**config.mk**
```make
export PLATFORM = sky130hd
export DESIGN_NAME = dbi_lane_codec
export DESIGN_NICKNAME = d
export VERILOG_FILES = /design/src/rtl/dbi_lane_pkg.sv /design/src/rtl/dbi_mode_ctl.sv /design/src/rtl/dbi_tx_enc.sv /design/src/rtl/dbi_rx_dec.sv /design/src/rtl/dbi_lane_codec.sv
export SDC_FILE = /design/constraint.sdc
export NUM_CORES = 1
export LEC_CHECK = 0
export BUFFER_PORTS_ARGS = -buffer_cell sky130_fd_sc_hd__clkbuf_2
export CAP_MARGIN = 20
export CORE_AREA = 2 2 51 53
export DETAILED_ROUTE_END_ITERATION = 7
export DIE_AREA = 0 0 53 55
export PLACE_DENSITY = 0.86
export RECOVER_POWER = 100
export SLEW_MARGIN = 40
export SYNTH_ARGS = -nofsm -noshare
export SYNTH_HDL_FRONTEND = slang
export SYNTH_HIERARCHICAL = 1
export SYNTH_SLANG_ARGS = --single-unit
```
**constraint.sdc**
```tcl
create_clock -name clk_i -period 1.9 [get_ports clk_i]
set_input_delay 0.285 -clock clk_i [delete_from_list [all_inputs] [get_ports clk_i]]
set_output_delay 0.285 -clock clk_i [all_outputs]
set_load 0.005 [all_outputs]
```
**src/rtl/dbi_lane_pkg.sv**
```systemverilog
package dbi_lane_pkg;
  typedef enum logic [1:0] {
    MODE_PLAIN = 2'd0,
    MODE_INV   = 2'd1,
    MODE_MASK  = 2'd2
  } lane_mode_e;
endpackage

```
**src/rtl/dbi_mode_ctl.sv**
```systemverilog
module dbi_mode_ctl
  import dbi_lane_pkg::*;
(
  input  logic       mask_en_i,
  input  logic       wr_inv_en_i,
  input  logic       rd_inv_en_i,
  output lane_mode_e tx_mode_o,
  output lane_mode_e rx_mode_o,
  output logic       cfg_err_o
);
  // mask wins over write inversion
  always_comb begin
    if (mask_en_i)        tx_mode_o = MODE_MASK;
    else if (wr_inv_en_i) tx_mode_o = MODE_INV;
    else                  tx_mode_o = MODE_PLAIN;

    if (mask_en_i)        rx_mode_o = MODE_MASK;
    else if (rd_inv_en_i) rx_mode_o = MODE_INV;
    else                  rx_mode_o = MODE_PLAIN;

    cfg_err_o = mask_en_i & wr_inv_en_i;
  end
endmodule

```
**src/rtl/dbi_tx_enc.sv**
```systemverilog
module dbi_tx_enc
  import dbi_lane_pkg::*;
#(
  parameter int LANE_W = 8
) (
  input  logic              clk_i,
  input  logic              rst_ni,
  input  lane_mode_e        mode_i,
  input  logic              valid_i,
  input  logic [LANE_W-1:0] data_i,
  input  logic              keep_i,
  output logic              valid_o,
  output logic [LANE_W-1:0] data_o,
  output logic              pin_no
);
  localparam int ZW   = $clog2(LANE_W + 1);
  localparam int HALF = LANE_W / 2;
  localparam logic [ZW-1:0] HALF_Z = ZW'(HALF);

  logic [ZW-1:0]     zcnt;
  logic              inv_sel;
  logic [LANE_W-1:0] data_d;
  logic              pin_d;
  lane_mode_e        mode_q;

  always_comb begin
    zcnt = '0;
    for (int i = 0; i < LANE_W; i++) zcnt = zcnt + ZW'(!data_i[i]);
  end

  assign inv_sel = (mode_i == MODE_INV) && (zcnt > HALF_Z);

  always_comb begin
    data_d = data_i;
    pin_d  = 1'b1;
    unique case (mode_i)
      MODE_MASK: pin_d = keep_i;
      MODE_INV: begin
        data_d = inv_sel ? ~data_i : data_i;
        pin_d  = ~inv_sel;
      end
      default: ;
    endcase
  end

  always_ff @(posedge clk_i or negedge rst_ni) begin
    if (!rst_ni) begin
      valid_o <= 1'b0;
      data_o  <= '0;
      pin_no  <= 1'b1;
      mode_q  <= MODE_PLAIN;
    end else begin
      valid_o <= valid_i;
      if (valid_i) begin
        data_o <= data_d;
        pin_no <= pin_d;
        mode_q <= mode_i;
      end
    end
  end

  p_zero_limit_r2: assert property (@(posedge clk_i) disable iff (!rst_ni)
    (valid_o && mode_q == MODE_INV) |-> ($countones({data_o, pin_no}) >= LANE_W + 1 - HALF));

  p_flag_high_plain_r3: assert property (@(posedge clk_i) disable iff (!rst_ni)
    (valid_o && mode_q == MODE_PLAIN) |-> pin_no);

  p_mask_true_data_r6: assert property (@(posedge clk_i) disable iff (!rst_ni)
    (valid_i && mode_i == MODE_MASK) |=> (data_o == $past(data_i) && pin_no == $past(keep_i)));

  p_latency_r9: assert property (@(posedge clk_i) disable iff (!rst_ni)
    !valid_i |=> (!valid_o && $stable(data_o) && $stable(pin_no)));
endmodule

```
**src/rtl/dbi_rx_dec.sv**
```systemverilog
module dbi_rx_dec
  import dbi_lane_pkg::*;
#(
  parameter int LANE_W = 8
) (
  input  logic              clk_i,
  input  logic              rst_ni,
  input  lane_mode_e        mode_i,
  input  logic              valid_i,
  input  logic [LANE_W-1:0] data_i,
  input  logic              pin_ni,
  output logic              valid_o,
  output logic [LANE_W-1:0] data_o,
  output logic              store_o
);
  logic [LANE_W-1:0] data_d;
  logic              store_d;

  always_comb begin
    data_d  = data_i;
    store_d = 1'b1;
    unique case (mode_i)
      MODE_MASK: store_d = pin_ni;
      MODE_INV:  data_d  = pin_ni ? data_i : ~data_i;
      default: ;
    endcase
  end

  always_ff @(posedge clk_i or negedge rst_ni) begin
    if (!rst_ni) begin
      valid_o <= 1'b0;
      data_o  <= '0;
      store_o <= 1'b0;
    end else begin
      valid_o <= valid_i;
      if (valid_i) begin
        data_o  <= data_d;
        store_o <= store_d;
      end
    end
  end

  p_plain_ignores_pin_r5: assert property (@(posedge clk_i) disable iff (!rst_ni)
    (valid_i && mode_i == MODE_PLAIN) |=> (data_o == $past(data_i) && store_o));

  p_mask_store_r7: assert property (@(posedge clk_i) disable iff (!rst_ni)
    (valid_i && mode_i == MODE_MASK) |=> (store_o == $past(pin_ni) && data_o == $past(data_i)));

  p_rx_latency_r9: assert property (@(posedge clk_i) disable iff (!rst_ni)
    valid_i |=> valid_o);
endmodule

```
**src/rtl/dbi_lane_codec.sv**
```systemverilog
module dbi_lane_codec
  import dbi_lane_pkg::*;
#(
  parameter int LANE_W = 8
) (
  input  logic              clk_i,
  input  logic              rst_ni,
  input  logic              cfg_mask_en_i,
  input  logic              cfg_wr_inv_en_i,
  input  logic              cfg_rd_inv_en_i,
  output logic              cfg_err_o,
  input  logic              tx_valid_i,
  input  logic [LANE_W-1:0] tx_data_i,
  input  logic              tx_keep_i,
  output logic              tx_valid_o,
  output logic [LANE_W-1:0] tx_data_o,
  output logic              tx_pin_no,
  input  logic              rx_valid_i,
  input  logic [LANE_W-1:0] rx_data_i,
  input  logic              rx_pin_ni,
  output logic              rx_valid_o,
  output logic [LANE_W-1:0] rx_data_o,
  output logic              rx_store_o
);
  lane_mode_e tx_mode;
  lane_mode_e rx_mode;

  dbi_mode_ctl u_mode (
    .mask_en_i   (cfg_mask_en_i),
    .wr_inv_en_i (cfg_wr_inv_en_i),
    .rd_inv_en_i (cfg_rd_inv_en_i),
    .tx_mode_o   (tx_mode),
    .rx_mode_o   (rx_mode),
    .cfg_err_o   (cfg_err_o)
  );

  dbi_tx_enc #(.LANE_W(LANE_W)) u_tx (
    .clk_i   (clk_i),
    .rst_ni  (rst_ni),
    .mode_i  (tx_mode),
    .valid_i (tx_valid_i),
    .data_i  (tx_data_i),
    .keep_i  (tx_keep_i),
    .valid_o (tx_valid_o),
    .data_o  (tx_data_o),
    .pin_no  (tx_pin_no)
  );

  dbi_rx_dec #(.LANE_W(LANE_W)) u_rx (
    .clk_i   (clk_i),
    .rst_ni  (rst_ni),
    .mode_i  (rx_mode),
    .valid_i (rx_valid_i),
    .data_i  (rx_data_i),
    .pin_ni  (rx_pin_ni),
    .valid_o (rx_valid_o),
    .data_o  (rx_data_o),
    .store_o (rx_store_o)
  );

  p_mask_priority_r8: assert property (@(posedge clk_i) disable iff (!rst_ni)
    cfg_mask_en_i |-> (tx_mode == MODE_MASK && rx_mode == MODE_MASK));
endmodule

```
# After elaboration in Yosys (flattened, before gate mapping)
# Index checks and enable logic that the tools add are counted.
# word_totals
ff_bits,20
word_cells,41
output_inout_bits,21
inputBits,25
# classes
n_mux,10
n_addsub,7
n_reduce_logical,9
n_lt_le_gt_ge,1
n_bitwise,4
eq_ne,4
# ops
operator,count
two-way mux 8 bit,4
adder 4 x 1 -> 4 bit,6
inverter 8 bit,2
zero test 1 bit,8
"equality test 2 x 1 -> 1 bit, second input constant",2
"equality test 2 bit, second input constant",2
"> comparator 4 x 3 -> 1 bit, second input constant",1
two-way mux 2 bit,2
two-way mux 1 bit,3
adder 1 x 1 -> 2 bit,1
one-hot mux 1 bit (2 select lines),1
AND 1 bit,1
logical AND 1 bit,1
inverter 1 bit,1

# Logic depth before layout (Yosys ltp)
# Gate-level depths: netlist (run 1).
# logic_depth
ltp_word,12
depth_mapped,10
depth_no_buf,10

# Modules after synthesis
# The synthesis (run 1) kept the hierarchy.
# by_module_without_submodules
mod,seq_area_each_um2,cells_per_inst,area_each_um2,instances
dbi_tx_enc,251.5,56,679.4,1
dbi_rx_dec,250.2,41,437.9,1
dbi_mode_ctl,0.0,5,33.8,1

# Worst setup path after synthesis (run 1)
# No wires, ideal clock.
# synth_timing
path_kind,input to register
from,in tx_data_i[0]
to,reg u_tx.data_o[0]
n_path_buf,0
cell_stages,10
t_arrival_ns,3.415
setup_time_ns,0.125
slack_ns,-1.639
path_cell_list,fa_1 inv_1 fa_1 fa_1 ha_1 fa_1 o22ai_2 o32ai_4 xor2_1 mux2_2
# synth_between
elab_chain_len,12
elab_cells_between_ends,13
# synth_lines
item,line,source
from (decl),dbi_lane_codec.sv:13,"input logic [LANE_W-1:0] tx_data_i,"
zero test 1 bit,dbi_tx_enc.sv:28,for (int i = 0; i < LANE_W; i++) zcnt = zcnt + ZW'(!data_i[i]);
adder 1 x 1 -> 2 bit,dbi_tx_enc.sv:28,
adder 4 x 1 -> 4 bit (6 in a row),dbi_tx_enc.sv:28,
> comparator 4 x 3 -> 1 bit,dbi_tx_enc.sv:31,assign inv_sel = (mode_i == MODE_INV) && (zcnt > HALF_Z);
logical AND 1 bit,dbi_tx_enc.sv:31,
two-way mux 8 bit,dbi_tx_enc.sv:39,data_d = inv_sel ? ~data_i : data_i;
two-way mux 8 bit *,dbi_tx_enc.sv:36,unique case (mode_i)
to (signal assigned),dbi_tx_enc.sv:55,data_o <= data_d;
to (decl),dbi_tx_enc.sv:13,"output logic [LANE_W-1:0] data_o,"
# Every way passes the cells marked *; elsewhere a longest branch is shown, timed or not.
# A chain may end at the register's enable or synchronous reset.

# Worst setup path in the final report (run 1)
# layout_timing
from,in tx_data_i[0]
to,reg u_tx.data_o[3]
# layout_between
elab_chain_len,12
# layout_lines
item,line
zero test 1 bit,dbi_tx_enc.sv:28
adder 1 x 1 -> 2 bit,dbi_tx_enc.sv:28
adder 4 x 1 -> 4 bit (6 in a row),dbi_tx_enc.sv:28
> comparator 4 x 3 -> 1 bit,dbi_tx_enc.sv:31
logical AND 1 bit,dbi_tx_enc.sv:31
two-way mux 8 bit,dbi_tx_enc.sv:39
two-way mux 8 bit,dbi_tx_enc.sv:36
# Every way passes these cells.

==> results.toml, run 1 <==
[clocking]
insertion_delay_ns = 0.29
path_clk_slew_ns = 0.11
cts_tree = "done"
clock_sinks = 20
numCtsBuffers = 3
clockBufferDepth = 2
ctsHtreeMaxLevel = 1
cts-root-buf = "clkbuf_4"

[synthesis]
netlist_area_um2 = 1150
ys_seq_elements = 20
synth-seq-area-share_pct = 43.6
synth_area_per_cell_um2 = 11.3
yosys.cell_types.count = 23
syn_inst = 102
syn-num-nets = 136
yosys_warnings = 6

[global_routing]
grt_max_degree = 21
grt_pass1_vias = 943
grt_overflow_total = 0
grt_usage_pct = 19.2
grt_pass1_wl_um = 4020
grt_antenna_before_repair = 0
use_met3_pct = 2.69
met1_usage_pct = 21.9
grt-busiest-layer = "met2"
use_met2_pct = 36.0

[sta]
hold_viol_final = 0
rsz0062_at_grt = "yes"
setup_viol_count_final = 9
fin_crit_ns = 3.37
slew_violations = 0
max_freq_ghz = 0.296
min_period_over_period_pct = 178
worst_slew_pin_slew_ns = 1.06
slew_headroom_pct = 29.4
fin_skew_ns = 0
fin_ws_ns = -1.47

[floorplan]
die_h_um = 55
pin_count = 46
die_area_um2 = 2920
row_count = 18
die_w_um = 53
start_util_pct = 48.7
core_area_um2 = 2360

[finish]
antenna_cells = 0
fin_util_pct = 65.7
area_growth_pct = 35.0
layout.nets = 195
layout_common_cells = "clkbuf_2 (25), clkbuf_1 (19), dfrtp_1 (19)"
mostFrequentLayoutCell = "clkbuf_2"
drive_gt1_share_pct = 35.6

[critical_path]
arrival_ns = 3.57
crit_path_end = "u_tx/data_o[3]"
r2r_setup_slack_ns = 1.06
cp_slowest_cell = "fa_2"
reg2reg_to = "u_tx/pin_no"
startpoint = "tx_data_i[0]"
crit_path_cell_trace = "buf_8 > fa_1 > inv_1 > fa_1 > fa_1 > ha_2 > fa_2 > o22ai_4 > o32ai_4 > buf_12 > xor2_1 > mux2_2"
cp_max_fo = 8
reg2reg_depth = 2
required_ns = 2.09
cp-start-kind = "primary input"
max_stage_delay_ns = 0.56
crit_top_cell = "fa_1"
path_class = "in -> reg"
r2r-start = "u_tx/pin_no"
end_kind = "flop"

[power_and_ir_drop]
peakVddDrop_mv = 0.393
power.density_nw_per_um2 = 784
p_leak_nw = 0.712
power_mw = 1.22

[route]
drt-initial-drc-count = 7
antenna_left = 0
dr.pass1.iters = 4
via_per_inst = 4.72
vias = 896
wl_per_cell_um = 13.3
drt_wl_total_um = 2540
route.detailed.drc = 0

[place]
numPortBuffers = 45
gp_congestion = 0.769
hpwl_um = 1950

[run]
maxCapViolations = 0

[min_path]
hp-class = "in -> reg"

[status]
status = "finished with violations"
violations = "setup timing"
==> kinds of logic (layout without fill, tap and decap cells) <==
family          count (synthesis)  in the layout  share of synthesized area, %
compound gates                 15             15                          9.67
xor+xnor                       16             16                          12.2
fa+ha+maj                       9              9                          12.4
buf+inv                        17             75                          7.06
flops                          20             20                          43.6
mux                             8              8                          7.83
simple gates                   17             17                          7.28
==> repair_timing <==
action | CTS | global route
buffers inserted | 1 | 2
endpoints found under the setup margin | 9 | 9
hold buffers | 1 | 0
pin swaps | 1 | 3
hold endpoints to repair | 19 | 0
gates resized for setup | 2 | 9
==> metrics by stage <==
| stage | hold slack [ns] | instances | area, µm² | setup slack (ns) | setup TNS, ns |
|---|---|---|---|---|---|
| CTS | 0.257 | 188 | 1540 | -1.48 | -12.84 |
| global route | 0.280 | 190 | 1550 | -1.52 | -13.26 |
| finish | 0.267 | 190 | 1550 | -1.47 | -12.83 |
| floorplan | -0.0106 | 102 | 1160 | -1.57 | -13.52 |
| detailed placement | 0.270 | 182 | 1480 | -1.77 | -15.46 |
| global placement | 0.254 | 182 | 1480 | -1.66 | -14.49 |
==> sequential cells by signal (all words and copies together), names as in the netlist <==
name and cells:
u_rx/data_o 8, u_tx/data_o 8, u_rx/store_o 1, u_rx/valid_o 1, u_tx/pin_no 1, u_tx/valid_o 1
==> power by group <==
group          switching [mW]  internal, mW
combinational           0.207         0.252
sequential             0.0317         0.483
clock                   0.128         0.117
==> metal layers <==
metal | vias to the layer above | part of all wire (%)
met4 | 0 | 1.4
met1 | 426 | 41
met2 | 21 | 55
met5 | - | 0
li1 | 445 | -
met3 | 4 | 3.1
==> layout make-up <==
cell class                 instances  area (µm²)
fill                             199         811
multi-input combinational         65         598
sequential                        20         502
timing repair buffer              60         339
inverter                          11        41.3
tap                               30        37.5
clock buffer                       4        36.3
==> how the worst min path moves through the flow <==
stage | start | to | slack (ns) | cells past startpoint
floorplan | rst_ni | u_rx/data_o[0] | -0.01 | 0
global placement | rst_ni | u_rx/data_o[2] | 0.25 | 1
detailed placement | rst_ni | u_rx/data_o[1] | 0.27 | 1
CTS | cfg_mask_en_i | u_rx/store_o | 0.26 | 2
global route | rx_data_i[3] | u_rx/data_o[3] | 0.28 | 3
finish | rx_data_i[0] | u_rx/data_o[0] | 0.27 | 3
==> worst max-delay path: cells and delay by family <==
| kind | cells | cell delay (ns) |
|---|---|---|
| xor+xnor | 1 | 0.07 |
| mux | 1 | 0.27 |
| fa+ha+maj | 5 | 2.27 |
| buf+inv | 3 | 0.33 |
| compound gates | 2 | 0.34 |
==> Yosys cell counts <==
| library cell | count | area share [%] |
|---|---|---|
| dfrtp_1 | 19 | 41 |
| xnor2_1 | 13 | 9.9 |
| inv_1 | 11 | 3.6 |
| nor2_1 | 11 | 3.6 |
| a21oi_1 | 10 | 4.3 |
| mux2_2 | 8 | 7.8 |
| ha_1 | 5 | 5.4 |
| fa_1 | 4 | 7.0 |
| xor2_1 | 3 | 2.3 |
| a31oi_1 | 2 | 1.1 |
| buf_2 | 2 | 0.87 |
| buf_4 | 2 | 1.3 |
| nor2b_1 | 2 | 1.1 |
| and2_1 | 1 | 0.54 |
| and2_2 | 1 | 0.65 |
| buf_1 | 1 | 0.33 |
| buf_6 | 1 | 0.98 |
| dfstp_2 | 1 | 2.3 |
| nand2_1 | 1 | 0.33 |
| nor3b_2 | 1 | 1.1 |
| o221ai_1 | 1 | 0.76 |
| o22ai_2 | 1 | 1.1 |
| o32ai_4 | 1 | 2.4 |
(Power assumes the default switching activity.)
==> run 2, diff against run 1 <==
--- a/config.mk
+++ b/config.mk
@@ -7,11 +7,12 @@
 export LEC_CHECK = 0
 export BUFFER_PORTS_ARGS = -buffer_cell sky130_fd_sc_hd__clkbuf_2
 export CAP_MARGIN = 20
-export CORE_AREA = 2 2 51 53
+export CORE_AREA = 2 2 54 51
 export DETAILED_ROUTE_END_ITERATION = 7
-export DIE_AREA = 0 0 53 55
-export PLACE_DENSITY = 0.86
+export DIE_AREA = 0 0 56 53
+export PLACE_DENSITY = 0.84
 export RECOVER_POWER = 100
+export SKIP_CTS_REPAIR_TIMING = 1
 export SLEW_MARGIN = 40
 export SYNTH_ARGS = -nofsm -noshare
 export SYNTH_HDL_FRONTEND = slang
==> run 2 against run 1 <==
The flow still finishes with violations (setup timing). Count of clock-buffer cells in the layout is 1 lower. Power is 5.2% higher. Setup slack better by 0.041 ns. Clock power is 42% higher. First-iteration DRC count stayed put. Register-to-register slack better by 0.04 ns. Final area is 0.24% higher. Maximum frequency is 1.2% higher. Sequential cell count stayed put. Final cell count is 1.6% lower. Critical endpoint is now u_tx/data_o[5].
==> results.toml, run 2 (synthesis results as in run 1) <==
[global_routing]
grt_pass1_wl_um = 3940
grt_pass1_vias = 894
grt_overflow_total = 0
grt_usage_pct = 17.3
grt_antenna_before_repair = 0
grt_max_degree = 21

[critical_path]
r2r-start = "u_tx/pin_no"
cp_slowest_cell = "fa_2"
crit_buf_inv = 3
cp-start-kind = "primary input"
reg2reg_to = "u_tx/pin_no"
end_kind = "flop"
reg2reg_depth = 2
startpoint = "tx_data_i[0]"
r2r_setup_slack_ns = 1.10
crit_top_cell = "fa_1"
critical_path_depth = 12
arrival_ns = 3.53
path_class = "in -> reg"
cp_max_fo = 8
cp_top_family = "adder cells"
required_ns = 2.09
crit_path_cell_trace = "buf_8 > fa_1 > inv_1 > fa_1 > fa_1 > ha_2 > fa_2 > o22ai_4 > o32ai_4 > buf_12 > xnor2_1 > mux2_2"
max_stage_delay_ns = 0.55
crit_path_end = "u_tx/data_o[5]"

[floorplan]
pin_count = 46
die_h_um = 53
start_util_pct = 48.3
die_area_um2 = 2970
row_count = 17
die_w_um = 56
core_area_um2 = 2380

[run]
maxCapViolations = 0

[route]
vias = 888
antenna_left = 0
drt-initial-drc-count = 7
drt_wl_total_um = 2460
wl_per_cell_um = 13.2
dr.pass1.iters = 4
route.detailed.drc = 0
via_per_inst = 4.75

[finish]
mostFrequentLayoutCell = "clkbuf_2"
layout.nets = 194
fillers = 211
antenna_cells = 0
fin_util_pct = 65.4
design_area_um2 = 1560
drive_gt1_share_pct = 37.7
layout_common_cells = "clkbuf_2 (28), dfrtp_1 (19), clkbuf_1 (17)"
instances_no_fill = 187
top_regs = "u_rx/data_o: 8 flops, u_tx/data_o: 8 flops"
area_growth_pct = 35.3

[sta]
min_period_over_period_pct = 175
whs_ns = 0.259
worst_slew_pin_slew_ns = 1.04
max_freq_ghz = 0.300
fin_ws_ns = -1.43
hold_viol_final = 0
fin_skew_ns = 0
slew_violations = 0
setup_viol_count_final = 9
rsz0062_at_grt = "yes"
fin_crit_ns = 3.33
slew_headroom_pct = 30.6

[clocking]
clock_sinks = 20
clockBufferDepth = 2
path_clk_slew_ns = 0.12
cts_tree = "done"
cts-root-buf = "clkbuf_4"
insertion_delay_ns = 0.30
numCtsBuffers = 3
ctsHtreeMaxLevel = 1

[place]
hpwl_um = 1820
pre_cts_ws_ns = -1.73
place_area_um2 = 1470
gp_congestion = 0.830
numPortBuffers = 45
dp_cells = 180

[min_path]
hp-class = "in -> reg"

[status]
violations = "setup timing"
status = "finished with violations"

[power_and_ir_drop]
peakVddDrop_mv = 0.777
power.density_nw_per_um2 = 824
p_leak_nw = 0.719
-- run 2: where the power goes --
group	internal (mW)	switching [mW]
clock network	0.213	0.135
registers	0.484	0.0313
logic	0.227	0.192
total	0.924	0.359
-- run 2: layer usage --
metal,GRT usage [%],vias to the layer above,share of wire [%]
li1,-,441,-
met1,20.0,428,40
met2,32.7,17,56
met3,2.20,2,2.8
met4,7.14,0,1.1
met5,0,-,0
-- run 2: worst register-to-register path: cells and delay by family, from the launching register on --
family	cells	cell delay (ns)
AND/OR/NAND/NOR	1	0.04
flip-flops	1	0.55
AO/OA/AOI/OAI	1	0.16
-- run 2: how the worst min path moves through the flow --
| stage | start | endpoint | slack (ns) | cells past startpoint |
|---|---|---|---|---|
| after floorplan | rst_ni | u_rx/data_o[0] | -0.01 | 0 |
| after global placement | rst_ni | u_tx/data_o[4] | 0.27 | 1 |
| after detailed placement | rst_ni | u_tx/data_o[4] | 0.28 | 1 |
| after CTS | rst_ni | u_rx/data_o[0] | -0.06 | 1 |
| after global routing | rx_data_i[0] | u_rx/data_o[0] | 0.27 | 3 |
| final | rx_data_i[6] | u_rx/data_o[6] | 0.26 | 3 |
-- run 2: per-stage QoR --
step	total power [mW]	setup TNS, ns
floorplan	0.739	-13.52
global placement	0.877	-14.41
detailed placement	0.895	-15.07
CTS	1.25	-12.13
global route	1.35	-12.90
finish	1.28	-12.47
-- run 2: layout make-up --
cell class                 count  area (µm²)  area share [%]
multi-input combinational     65         596            38.2
sequential                    20         502            32.2
tap                           28        35.0            2.25
clock buffer                   3        22.5            1.45
timing repair buffer          59         332            21.3
inverter                      11        41.3            2.65
clock inverter                 1        30.0            1.93
==> run 3, diff against run 2 <==
--- a/config.mk
+++ b/config.mk
@@ -7,10 +7,10 @@
 export LEC_CHECK = 0
 export BUFFER_PORTS_ARGS = -buffer_cell sky130_fd_sc_hd__clkbuf_2
 export CAP_MARGIN = 20
-export CORE_AREA = 2 2 54 51
+export CORE_AREA = 2 2 56 52
 export DETAILED_ROUTE_END_ITERATION = 7
-export DIE_AREA = 0 0 56 53
-export PLACE_DENSITY = 0.84
+export DIE_AREA = 0 0 58 54
+export PLACE_DENSITY = 0.81
 export RECOVER_POWER = 100
 export SKIP_CTS_REPAIR_TIMING = 1
 export SLEW_MARGIN = 40
==> constraint.sdc (replaced) <==
create_clock -name clk_i -period 3.7 [get_ports clk_i]
set_input_delay 0.555 -clock clk_i [delete_from_list [all_inputs] [get_ports clk_i]]
set_output_delay 0.555 -clock clk_i [all_outputs]
set_load 0.005 [all_outputs]
==> run 3 against run 2 <==
The flow now finishes without violations. Register-to-register slack better by 1.8 ns. Final cell count is 4.3% lower. Power decreased by 55%. Non-clock buffer count is 10 lower. Sequential share of layout area is 2.8 points higher. Routed wire length decreased by 7.1%. Via count fell by 3.9%. First-iteration DRC count rose by 140%. Die area up 5.5%. Hold slack gained 0.16 ns. Combinational power is 57% lower. Critical path type unchanged. Largest cell class unchanged.
==> results.toml, run 3 (synthesis results as in run 1) <==
[power_and_ir_drop]
p_sw_share_pct = 30.0
clock_power_share_pct = 22.2
p_comb_share_pct = 31.9
pwr-share-seq_pct = 45.9
power_mw = 0.572
p_switching_mw = 0.171
p_leak_nw = 0.645
power.density_nw_per_um2 = 399
peakVddDrop_mv = 0.224
p_int_mw = 0.400

[clocking]
cts-root-buf = "clkbuf_4"
numCtsBuffers = 3
clockBufferDepth = 2
cts_tree = "done"
path_clk_slew_ns = 0.11
ctsHtreeMaxLevel = 1
insertion_delay_ns = 0.30
clock_sinks = 20

[global_routing]
grt_pass1_vias = 820
grt_pass1_wl_um = 3610
grt_max_degree = 21
grt_antenna_before_repair = 0
grt_usage_pct = 16.0
grt_overflow_total = 0

[floorplan]
die_h_um = 54
die_area_um2 = 3130
die_w_um = 58
core_area_um2 = 2610
row_count = 18
pin_count = 46
start_util_pct = 44.1

[sta]
fin_ws_ns = 0.123
max_freq_ghz = 0.280
worst_slew_pin_slew_ns = 1.36
fin_crit_ns = 3.58
fin_skew_ns = 0
slew_violations = 0
setup_viol_count_final = 0
slew_headroom_pct = 9.33
min_period_over_period_pct = 96.7
rsz0062_at_grt = "no"
hold_viol_final = 0

[critical_path]
cp-start-kind = "primary input"
cp_max_fo = 8
required_ns = 3.90
end_kind = "flop"
path_class = "in -> reg"
arrival_ns = 3.77

[route]
m1WireLength_um = 953
dr_wl_met3_um = 72
antenna_left = 0
via_per_inst = 4.77
route.detailed.drc = 0
top_layer = "met4"
dr.pass1.iters = 4
vias = 853
drt_wl_total_um = 2290
drt-initial-drc-count = 17
wl_met2_um = 1250
wl_per_cell_um = 12.8

[place]
pre_cts_ws_ns = -0.225
place_area_um2 = 1420
hpwl_um = 1880
numPortBuffers = 45
gp_congestion = 0.777

[finish]
top_regs = "u_rx/data_o: 8 flops, u_tx/data_o: 8 flops"
drive_gt1_share_pct = 32.2
layout.nets = 184
mostFrequentLayoutCell = "clkbuf_2"
design_area_um2 = 1430
antenna_cells = 0
area_growth_pct = 24.3
fin_util_pct = 54.8
layout_common_cells = "clkbuf_2 (27), dfrtp_1 (19), clkbuf_1 (18)"

[run]
maxCapViolations = 0

[status]
status = "completed"

[min_path]
hp-class = "in -> async"
[run 3: changes by cell type in the layout (fill, tap and decap cells not counted), sizes merged]
cell         before  now
buf              13    4
bufinv            1    0
clkbuf           48   49
dlygate4sd3       1    0
[run 3: worst paths after layout]
kind / start / to / slack (ns) / cells past startpoint
min in group clk_i: u_tx/pin_no / u_tx/pin_no / 0.51 / 2
worst min register to register: u_tx/pin_no / u_tx/pin_no / 0.51 / 2
max in group asynchronous: rst_ni / u_rx/data_o[6] / 2.63 / 1
worst max-delay path: tx_data_i[0] / u_tx/data_o[6] / 0.12 / 12
worst max register to register: u_tx/pin_no / u_tx/pin_no / 2.90 / 2
worst min-delay path: rst_ni / u_tx/data_o[4] / 0.42 / 1
[run 3: final cells by class]
cell class                      count  area [µm²]
Timing Repair Buffer               49         245
Multi-Input combinational cell     65         569
Sequential cell                    20         502
Tap cell                           30        37.5
Fill cell                         244        1180
Clock buffer                        4        36.3
Inverter                           11        41.3
[run 3: stage by stage]
step	cells	setup TNS, ns	hold WS (ns)
floorplan	102	-0.229	0.259
global placement	175	-0.768	0.481
detailed placement	175	-1.69	0.484
CTS	179	0	0.192
global route	179	0	0.493
finish	179	0	0.417
[run 3: per-layer routing]
metal | global-route usage, % | up-vias
met1 | 17.9 | 408
met3 | 2.88 | 2
met5 | 0 | -
li1 | - | 422
met2 | 29.7 | 21
met4 | 7.36 | 0
[run 3: worst max-delay path: stages]
cell	delay (ns)
clkbuf_1	0.10
fa_1	0.54
inv_1	0.05
fa_1	0.49
fa_1	0.43
ha_2	0.22
fa_2	0.53
o22ai_2	0.10
o32ai_4	0.26
buf_12	0.17
xnor2_1	0.06
mux2_2	0.26
[run 3: power groups by stage]
stage | sequential, mW | combinational, mW | clock (mW)
after floorplan | 0.270 | 0.110 | 0
after global placement | 0.267 | 0.176 | 0
after detailed placement | 0.268 | 0.189 | 0
after CTS | 0.264 | 0.191 | 0.132
after global routing | 0.267 | 0.202 | 0.140
final | 0.262 | 0.182 | 0.127
